## src/rtl/il_pkg.sv

```systemverilog
package il_pkg;
  typedef enum logic [1:0] {
    LAYOUT_FLAT   = 2'd0,
    LAYOUT_STEREO = 2'd1,
    LAYOUT_NATIVE = 2'd2,
    LAYOUT_ALT    = 2'd3
  } layout_e;

  function automatic logic halves_column(input layout_e m);
    return (m != LAYOUT_NATIVE);
  endfunction
endpackage

```

## src/rtl/il_col_seq.sv

```systemverilog
module il_col_seq
  import il_pkg::*;
#(
  parameter int LINE_W = 800,
  localparam int AW = $clog2(LINE_W)
) (
  input  logic          clk,
  input  logic          rst,
  input  logic          pix_en,
  input  logic          line_start,
  input  logic [1:0]    mode_i,
  output logic [AW-1:0] col_o,
  output logic          active_o,
  output logic          last_o,
  output layout_e       layout_o
);
  localparam logic [AW-1:0] LAST_COL = AW'(LINE_W - 1);

  logic [AW-1:0] col_q;
  logic          active_q;
  layout_e       layout_q;

  always_ff @(posedge clk) begin
    if (rst) begin
      col_q    <= '0;
      active_q <= 1'b0;
      layout_q <= LAYOUT_FLAT;
    end else if (pix_en) begin
      if (line_start) begin
        col_q    <= '0;
        active_q <= 1'b1;
        layout_q <= layout_e'(mode_i);
      end else if (active_q) begin
        if (col_q == LAST_COL) begin
          active_q <= 1'b0;
        end else begin
          col_q <= col_q + AW'(1);
        end
      end
    end
  end

  assign col_o    = col_q;
  assign active_o = active_q;
  assign last_o   = (col_q == LAST_COL);
  assign layout_o = layout_q;

  AST_LAYOUT_HELD: assert property (@(posedge clk) disable iff (rst)
    !(pix_en && line_start) |=> $stable(layout_q));
  AST_COL_BOUND: assert property (@(posedge clk) disable iff (rst)
    col_q <= LAST_COL);
endmodule

```

## src/rtl/il_addr_gen.sv

```systemverilog
module il_addr_gen
  import il_pkg::*;
#(
  parameter int LINE_W = 800,
  localparam int AW = $clog2(LINE_W)
) (
  input  logic [AW-1:0] col_i,
  input  layout_e       layout_i,
  output logic [AW-1:0] addr_o
);
  always_comb begin
    if (halves_column(layout_i)) addr_o = col_i >> 1;
    else                         addr_o = col_i;
  end
endmodule

```

## src/rtl/il_pix_sel.sv

```systemverilog
module il_pix_sel
  import il_pkg::*;
#(
  parameter int PIX_W = 24
) (
  input  logic             clk,
  input  logic             rst,
  input  logic             pix_en,
  input  logic             cur_vld_i,
  input  logic             cur_odd_i,
  input  logic             cur_last_i,
  input  layout_e          cur_layout_i,
  input  logic [PIX_W-1:0] left_data_i,
  input  logic [PIX_W-1:0] right_data_i,
  output logic [PIX_W-1:0] pix_o,
  output logic             valid_o,
  output logic             eol_o
);
  logic    fch_vld, fch_odd, fch_last;
  layout_e fch_layout;
  logic [PIX_W-1:0] chosen;

  always_ff @(posedge clk) begin
    if (rst) begin
      fch_vld    <= 1'b0;
      fch_odd    <= 1'b0;
      fch_last   <= 1'b0;
      fch_layout <= LAYOUT_FLAT;
    end else if (pix_en) begin
      fch_vld    <= cur_vld_i;
      fch_odd    <= cur_odd_i;
      fch_last   <= cur_last_i;
      fch_layout <= cur_layout_i;
    end
  end

  always_comb begin
    if (fch_layout == LAYOUT_STEREO && fch_odd) chosen = right_data_i;
    else                                         chosen = left_data_i;
  end

  always_ff @(posedge clk) begin
    if (rst) begin
      pix_o   <= '0;
      valid_o <= 1'b0;
      eol_o   <= 1'b0;
    end else if (pix_en) begin
      valid_o <= fch_vld;
      eol_o   <= fch_vld && fch_last;
      pix_o   <= fch_vld ? chosen : '0;
    end else begin
      valid_o <= 1'b0;
      eol_o   <= 1'b0;
    end
  end

  AST_EOL_WITH_PIXEL: assert property (@(posedge clk) disable iff (rst)
    eol_o |-> valid_o);
  AST_PULSE_ON_ENABLE: assert property (@(posedge clk) disable iff (rst)
    valid_o |-> $past(pix_en));
endmodule

```

## src/rtl/stereo_line_interleaver.sv

```systemverilog
module stereo_line_interleaver
  import il_pkg::*;
#(
  parameter int LINE_W = 800,
  parameter int CH_W   = 8,
  localparam int AW    = $clog2(LINE_W),
  localparam int PIX_W = 3 * CH_W,
  localparam int HALF_W = LINE_W / 2
) (
  input  logic             clk,
  input  logic             rst,
  input  logic             pix_en,
  input  logic             line_start,
  input  logic [1:0]       mode_i,
  output logic [AW-1:0]    rd_addr_o,
  output logic             rd_en_o,
  input  logic [PIX_W-1:0] left_data_i,
  input  logic [PIX_W-1:0] right_data_i,
  output logic [PIX_W-1:0] pix_o,
  output logic             pix_valid_o,
  output logic             eol_o
);
  logic [AW-1:0] col;
  logic          active, last;
  layout_e       layout;

  il_col_seq #(.LINE_W(LINE_W)) u_seq (
    .clk(clk), .rst(rst), .pix_en(pix_en), .line_start(line_start),
    .mode_i(mode_i), .col_o(col), .active_o(active), .last_o(last),
    .layout_o(layout)
  );

  il_addr_gen #(.LINE_W(LINE_W)) u_addr (
    .col_i(col), .layout_i(layout), .addr_o(rd_addr_o)
  );

  assign rd_en_o = pix_en;

  il_pix_sel #(.PIX_W(PIX_W)) u_sel (
    .clk(clk), .rst(rst), .pix_en(pix_en),
    .cur_vld_i(active), .cur_odd_i(col[0]), .cur_last_i(last),
    .cur_layout_i(layout),
    .left_data_i(left_data_i), .right_data_i(right_data_i),
    .pix_o(pix_o), .valid_o(pix_valid_o), .eol_o(eol_o)
  );

  AST_ADDR_IN_LINE: assert property (@(posedge clk) disable iff (rst)
    rd_addr_o < AW'(LINE_W));
  AST_ADDR_HALF_SPAN: assert property (@(posedge clk) disable iff (rst)
    (layout != LAYOUT_NATIVE) |-> (rd_addr_o < AW'(HALF_W)));
endmodule

```

## config.mk

```make
export PLATFORM = sky130hd
export DESIGN_NAME = stereo_line_interleaver
export DESIGN_NICKNAME = d
export VERILOG_FILES = /design/src/rtl/il_pkg.sv /design/src/rtl/il_col_seq.sv /design/src/rtl/il_addr_gen.sv /design/src/rtl/il_pix_sel.sv /design/src/rtl/stereo_line_interleaver.sv
export SDC_FILE = /design/constraint.sdc
export NUM_CORES = 1
export LEC_CHECK = 0
export BUFFER_PORTS_ARGS = -buffer_cell sky130_fd_sc_hd__buf_2
export CAP_MARGIN = 10
export CORE_MARGIN = 4
export CORE_UTILIZATION = 43
export CTS_CLUSTER_SIZE = 30
export DETAILED_ROUTE_END_ITERATION = 8
export HOLD_SLACK_MARGIN = 0.05
export PLACE_DENSITY = 0.76
export SYNTH_ARGS = -nofsm -noshare
export SYNTH_HDL_FRONTEND = slang
export SYNTH_SLANG_ARGS = --single-unit
```

## constraint.sdc

```tcl
create_clock -name clk -period 1.8 [get_ports clk]
set_clock_uncertainty 0.2 [all_clocks]
set_input_delay 0.18 -clock clk [delete_from_list [all_inputs] [get_ports clk]]
set_output_delay 0.18 -clock clk [all_outputs]
set_load 0.05 [all_outputs]
```

### Word-level counts from Yosys, hierarchy flattened

Cells that the tools add are included.

| storage, ports and cells | value |
|---|---|
| bits of input ports | 54 |
| word-level logic and storage cells | 31 |
| bits in registers | 44 |

| operators by class | value |
|---|---|
| mux-type cells | 9 |
| reductions and logical operators | 6 |
| bitwise gates (word level) | 1 |
| eq/ne operators | 4 |
| add/sub/neg operators | 1 |

Operators by type and width:

| operator | count |
|---|---|
| 24-bit two-way mux | 2 |
| 10-bit two-way mux | 4 |
| 10-bit by 1-bit adder with 10-bit output (second input constant) | 1 |
| 10-bit equality test (second input constant) | 1 |
| 2-bit inequality test (second input constant) | 2 |
| 1-bit two-way mux | 3 |
| 3-bit AND reduction | 1 |
| 2-bit by 1-bit equality test with 1-bit output (second input constant) | 1 |
| 1-bit logical AND | 2 |
| 2-bit AND reduction | 1 |
| 2-bit nonzero test | 1 |
| 2-bit OR reduction | 1 |
| 1-bit inverter | 1 |

### Logic depth before layout (Yosys ltp)

| logic depth | value |
|---|---|
| depth in word-level cells | 4 |
| depth in mapped cells | 5 |
| depth with buffers taken out | 5 |

### Hierarchy

Synthesis repeated with hierarchy kept, for this count alone.

| second synthesis, totals | value |
|---|---|
| cells, all modules | 216 |
| area, all modules | 2118.3 µm² |

By module, submodules not included:

| module | area each (µm²) | instances | sequential area each (µm²) | cells an instance |
|---|---|---|---|---|
| il_pix_sel | 1260.0 | 1 | 620.6 | 127 |
| il_col_seq | 674.4 | 1 | 260.2 | 76 |
| il_addr_gen | 176.4 | 1 | 0.0 | 12 |
| stereo_line_interleaver | 7.5 | 1 | 0.0 | 1 |

### Worst setup path after synthesis

OpenSTA, ideal clock, no wires.

| timing path | value |
|---|---|
| kind | register -> register |
| start point | register u_seq.col_q[0] (netlist: u_seq.col_o[0]) |
| end point | register u_seq.col_q[1] (netlist: u_seq.col_o[1]) |
| buffers on the path | 0 |
| library setup time | 0.116 ns |
| arrival time | 1.413 ns |
| clock period less this slack | 1.729 ns |
| slack | 0.071 ns |
| cell stages (with the launch flop) | 6 |
| cells stage by stage | dfxtp_1 ha_1 nand4_1 o31ai_4 nor4b_1 a31o_2 |

| between the ends | value |
|---|---|
| word-level cells in the longest chain between the ends | 4 |

RTL lines:

| item | RTL line | RTL |
|---|---|---|
| start, declared | il_col_seq.sv:19 | `logic [AW-1:0] col_q;` |
| start signal, assigned | il_col_seq.sv:37 | `col_q <= col_q + AW'(1);` |
| 10-bit by 1-bit adder with 10-bit output | il_col_seq.sv:37 |  |
| 10-bit two-way mux | il_col_seq.sv:34 | `if (col_q == LAST_COL) begin` |
| 10-bit two-way mux | il_col_seq.sv:33 | `end else if (active_q) begin` |
| 10-bit two-way mux | il_col_seq.sv:29 | `if (line_start) begin` |

Parallel ways exist; a longest one is shown, timed or not. The select of a mux whose other input is x is not followed.
A chain may end at the register's enable or synchronous reset.

### Worst setup path in the final report

Ends and elaborated chain as after synthesis.

==> flow_metrics.py <==
metrics = {
    "synth": {
        "synth_simple_gate_area_share_pct": 18.7,
        "synth.area.top_cells": "dfxtp_1 (41%), mux2_2 (17%), a22oi_1 (8.3%)",
        "syn_inst": 226,
        "async_reset_ff_share_pct": 0,
        "yosysMostFrequentCell": "dfxtp_1",
        "synth_xor_area_share_pct": 0,
        "ys_warn_count": 0,
        "synth-compound-area-share_pct": 15.8,
        "syn_avg_cell_area_um2": 9.58,
        "synthFlopType": "dfxtp_1",
        "synth-edff-count": 0,
        "yosysSeqAreaShare_pct": 40.7,
        "synth-adder-area-share_pct": 0.578,
        "synth_largest_area_cell": "dfxtp_1",
        "ys_ff_latch": 44,
        "muxShareOfSynthArea_pct": 19.5,
        "syn_area_mm2": 0.00216,
        "yosysTopAreaCellShare_pct": 40.7,
        "synth_common_cells": "dfxtp_1 (44), mux2_2 (33), nor2_1 (30), a22oi_1 (24), nand2_1 (10)",
        "synth_top_family_by_area": "multiplexers",
        "synth_nets": 281,
        "yosys.cell_types.count": 44,
    },
    "worst_setup_path": {
        "crit_fanout": 8,
        "critical_path.cell_chain": "ha_4, nand4_1, o31ai_4, nor4b_1, a31o_2",
        "cp_data_arrival_time_ps": 1750,
        "required_ps": 1790,
        "cp_slowest_cell": "o31ai_4",
        "critical-path-max-stage-delay_ps": 440,
        "criticalPathCategory": "flop to flop",
        "critPathLaunchType": "flop",
        "critical_path.endpoint_type": "flop",
        "reg2reg_depth": 5,
    },
    "sta": {
        "relSlewSlack_pct": 77.3,
        "fin_crit_sh_pct": 98.1,
        "hold_viol": 0,
        "max_freq_ghz": 0.566,
        "slew_violations": 0,
        "fin_crit_ps": 1770,
        "worstMarginPinSlew_ps": 340,
        "rsz0062_at_grt": "true",
        "setup_viol": 0,
        "finalSetupTns_ps": 0,
    },
    "grt": {
        "grt_max_degree": 28,
        "antenna_found_initial": 0,
        "gr-total-overflow": 0,
        "grt_pass1_wl_mm": 9.96,
        "grt_pass1_vias": 2145,
        "grt_usage_pct": 20.1,
    },
    "clocking": {
        "cts_sinks": 44,
        "cts_tree": "yes",
        "h-tree-depth": 2,
        "cts_max_path_buffers": 2,
        "worstSkewPairLatency_ps": 290,
        "post_cts_buffers": 0,
        "clkTransAtPathRegs_ps": 70,
        "root_buffer": "clkbuf_8",
        "numCtsBuffers": 5,
    },
    "drt": {
        "top_layer": "met4",
        "ant_nets": 0,
        "wl_met1_mm": 2.45,
        "drt_pass1_iterations": 4,
        "route.met3.wl_um": 470,
        "dr_wl_met2_mm": 2.99,
        "routedWlPerCell_um": 14.9,
        "via_count": 2140,
        "route.detailed.drc": 0,
        "initialDrtViolationCount": 136,
        "vias_per_cell": 5.34,
        "wl_mm": 5.96,
    },
    "placed_design": {
        "dpl.cell_count": 379,
        "place.gp.congestion": 0.935,
        "port_buffers": 90,
        "hpwl_mm": 4.15,
    },
    "power_and_ir_drop": {
        "p_leak_nw": 1.34,
        "power_w": 0.00195,
        "power.density_mw_per_mm2": 641,
        "ir_drop_mv": 0.387,
    },
    "flow_run": {
        "maxCapViolCount": 0,
    },
    "cells_and_area": {
        "fin_util_pct": 63.6,
        "fin_cells": 401,
        "layout-drive-gt1-share_pct": 47.9,
        "layout.nets": 390,
        "n_antenna_cell": 0,
        "area_growth_pct": 40.5,
    },
    "floorplanning": {
        "start_util_pct": 45.2,
        "ios": 91,
        "die_h_um": 79.0,
        "die_area_mm2": 0.00623,
        "num_rows": 25,
        "die_w_um": 79.0,
        "core_area_mm2": 0.00479,
    },
    "outcome": {
        "run_status": "completed",
    },
    "worst_hold_path": {
        "min_path_type": "input pin to flop",
        "min_path_cells": 4,
    },
}
==> worst max-delay path, delay by kind of cell, from the launching register on <==
family | cells | cell delay, ps
fa+ha+maj | 1 | 150
compound gates | 2 | 660
flops | 1 | 360
simple gates | 2 | 300
==> registers in the layout, summed over array words and instances (netlist names) <==
register	cells
u_sel.valid_o	1
u_sel.pix_o	24
u_seq.layout_o	2
u_seq.col_o	10
u_sel.fch_odd	1
u_sel.fch_last	1
u_sel.fch_layout	2
u_sel.eol_o	1
u_seq.active_o	1
u_sel.fch_vld	1
==> layout by cell type (no fill, tap or decap), types with 2 or more instances in the layout <==
master,instances
buf_4,17
o21ai_0,3
o211ai_1,2
buf_2,85
clkbuf_8,5
nor3_1,6
dfxtp_1,37
nand2_1,10
mux2_2,33
nor2_1,30
nor4b_1,2
and3_1,3
nand3_1,5
nand2b_4,2
mux2i_1,5
dlygate4sd3_1,15
and2_1,2
a22oi_1,24
inv_1,3
a31oi_1,2
a21oi_1,6
dfxtp_2,6
nand4_1,4
==> layer usage <==
layer	global-route usage (%)	vias up
met4	7.04	0
li1	-	1045
met1	23.7	1005
met5	0	-
met2	33.9	86
met3	7.14	4
==> timing repair <==
item | CTS | global route
endpoints found under the hold margin | 10 | 0
resized for setup | 5 | 20
pin swaps | 0 | 4
cloned | 1 | 0
endpoints found under the setup margin | 9 | 15
hold buffers | 15 | 0
==> stage by stage <==
step	hold WS, ps	instance area (µm²)	setup WS (ps)
floorplan	141	2160	71.0
global placement	237	2730	110
detailed placement	249	2730	61.6
CTS	50.1	3000	12.0
global route	58.2	3040	-42.0
finish	53.6	3040	34.0
==> path summary, 6_finish.rpt <==
| path | start | slack (ps) | to |
|---|---|---|---|
| hold / removal | left_data_i[4] | 50 | u_sel.pix_o[4] |
| setup / recovery | u_seq.col_o[0] | 30 | u_seq.col_o[1] |
| setup reg to reg | u_seq.col_o[0] | 30 | u_seq.col_o[1] |
| hold reg to reg | u_sel.fch_vld | 250 | u_sel.fch_vld |
==> area by class of cell <==
| class | instances | area [µm²] |
|---|---|---|
| clock buffers | 5 | 68.8 |
| clock inverters | 1 | 30.0 |
| fillers | 409 | 1740 |
| inverters | 3 | 11.3 |
| multi-input cells | 162 | 1220 |
| flip-flops and latches | 44 | 892 |
| well taps | 67 | 83.8 |
| repair buffers | 119 | 734 |
==> power breakdown <==
group	internal [W]	switching [W]	leakage [nW]
Sequential	0.000985	0.0000110	0.359
Clock	0.000398	0.000312	0.0501
Combinational	0.000121	0.000121	0.936
Total	0.00150	0.000445	1.34
==> cells by family after synthesis <==
logic type | after synthesis
AO/OA/AOI/OAI | 46
adder cells (fa/ha/maj) | 1
buffers and inverters | 21
flip-flops | 44
multiplexers | 38
AND/OR/NAND/NOR | 76
Power figures use the tool's default switching activity.
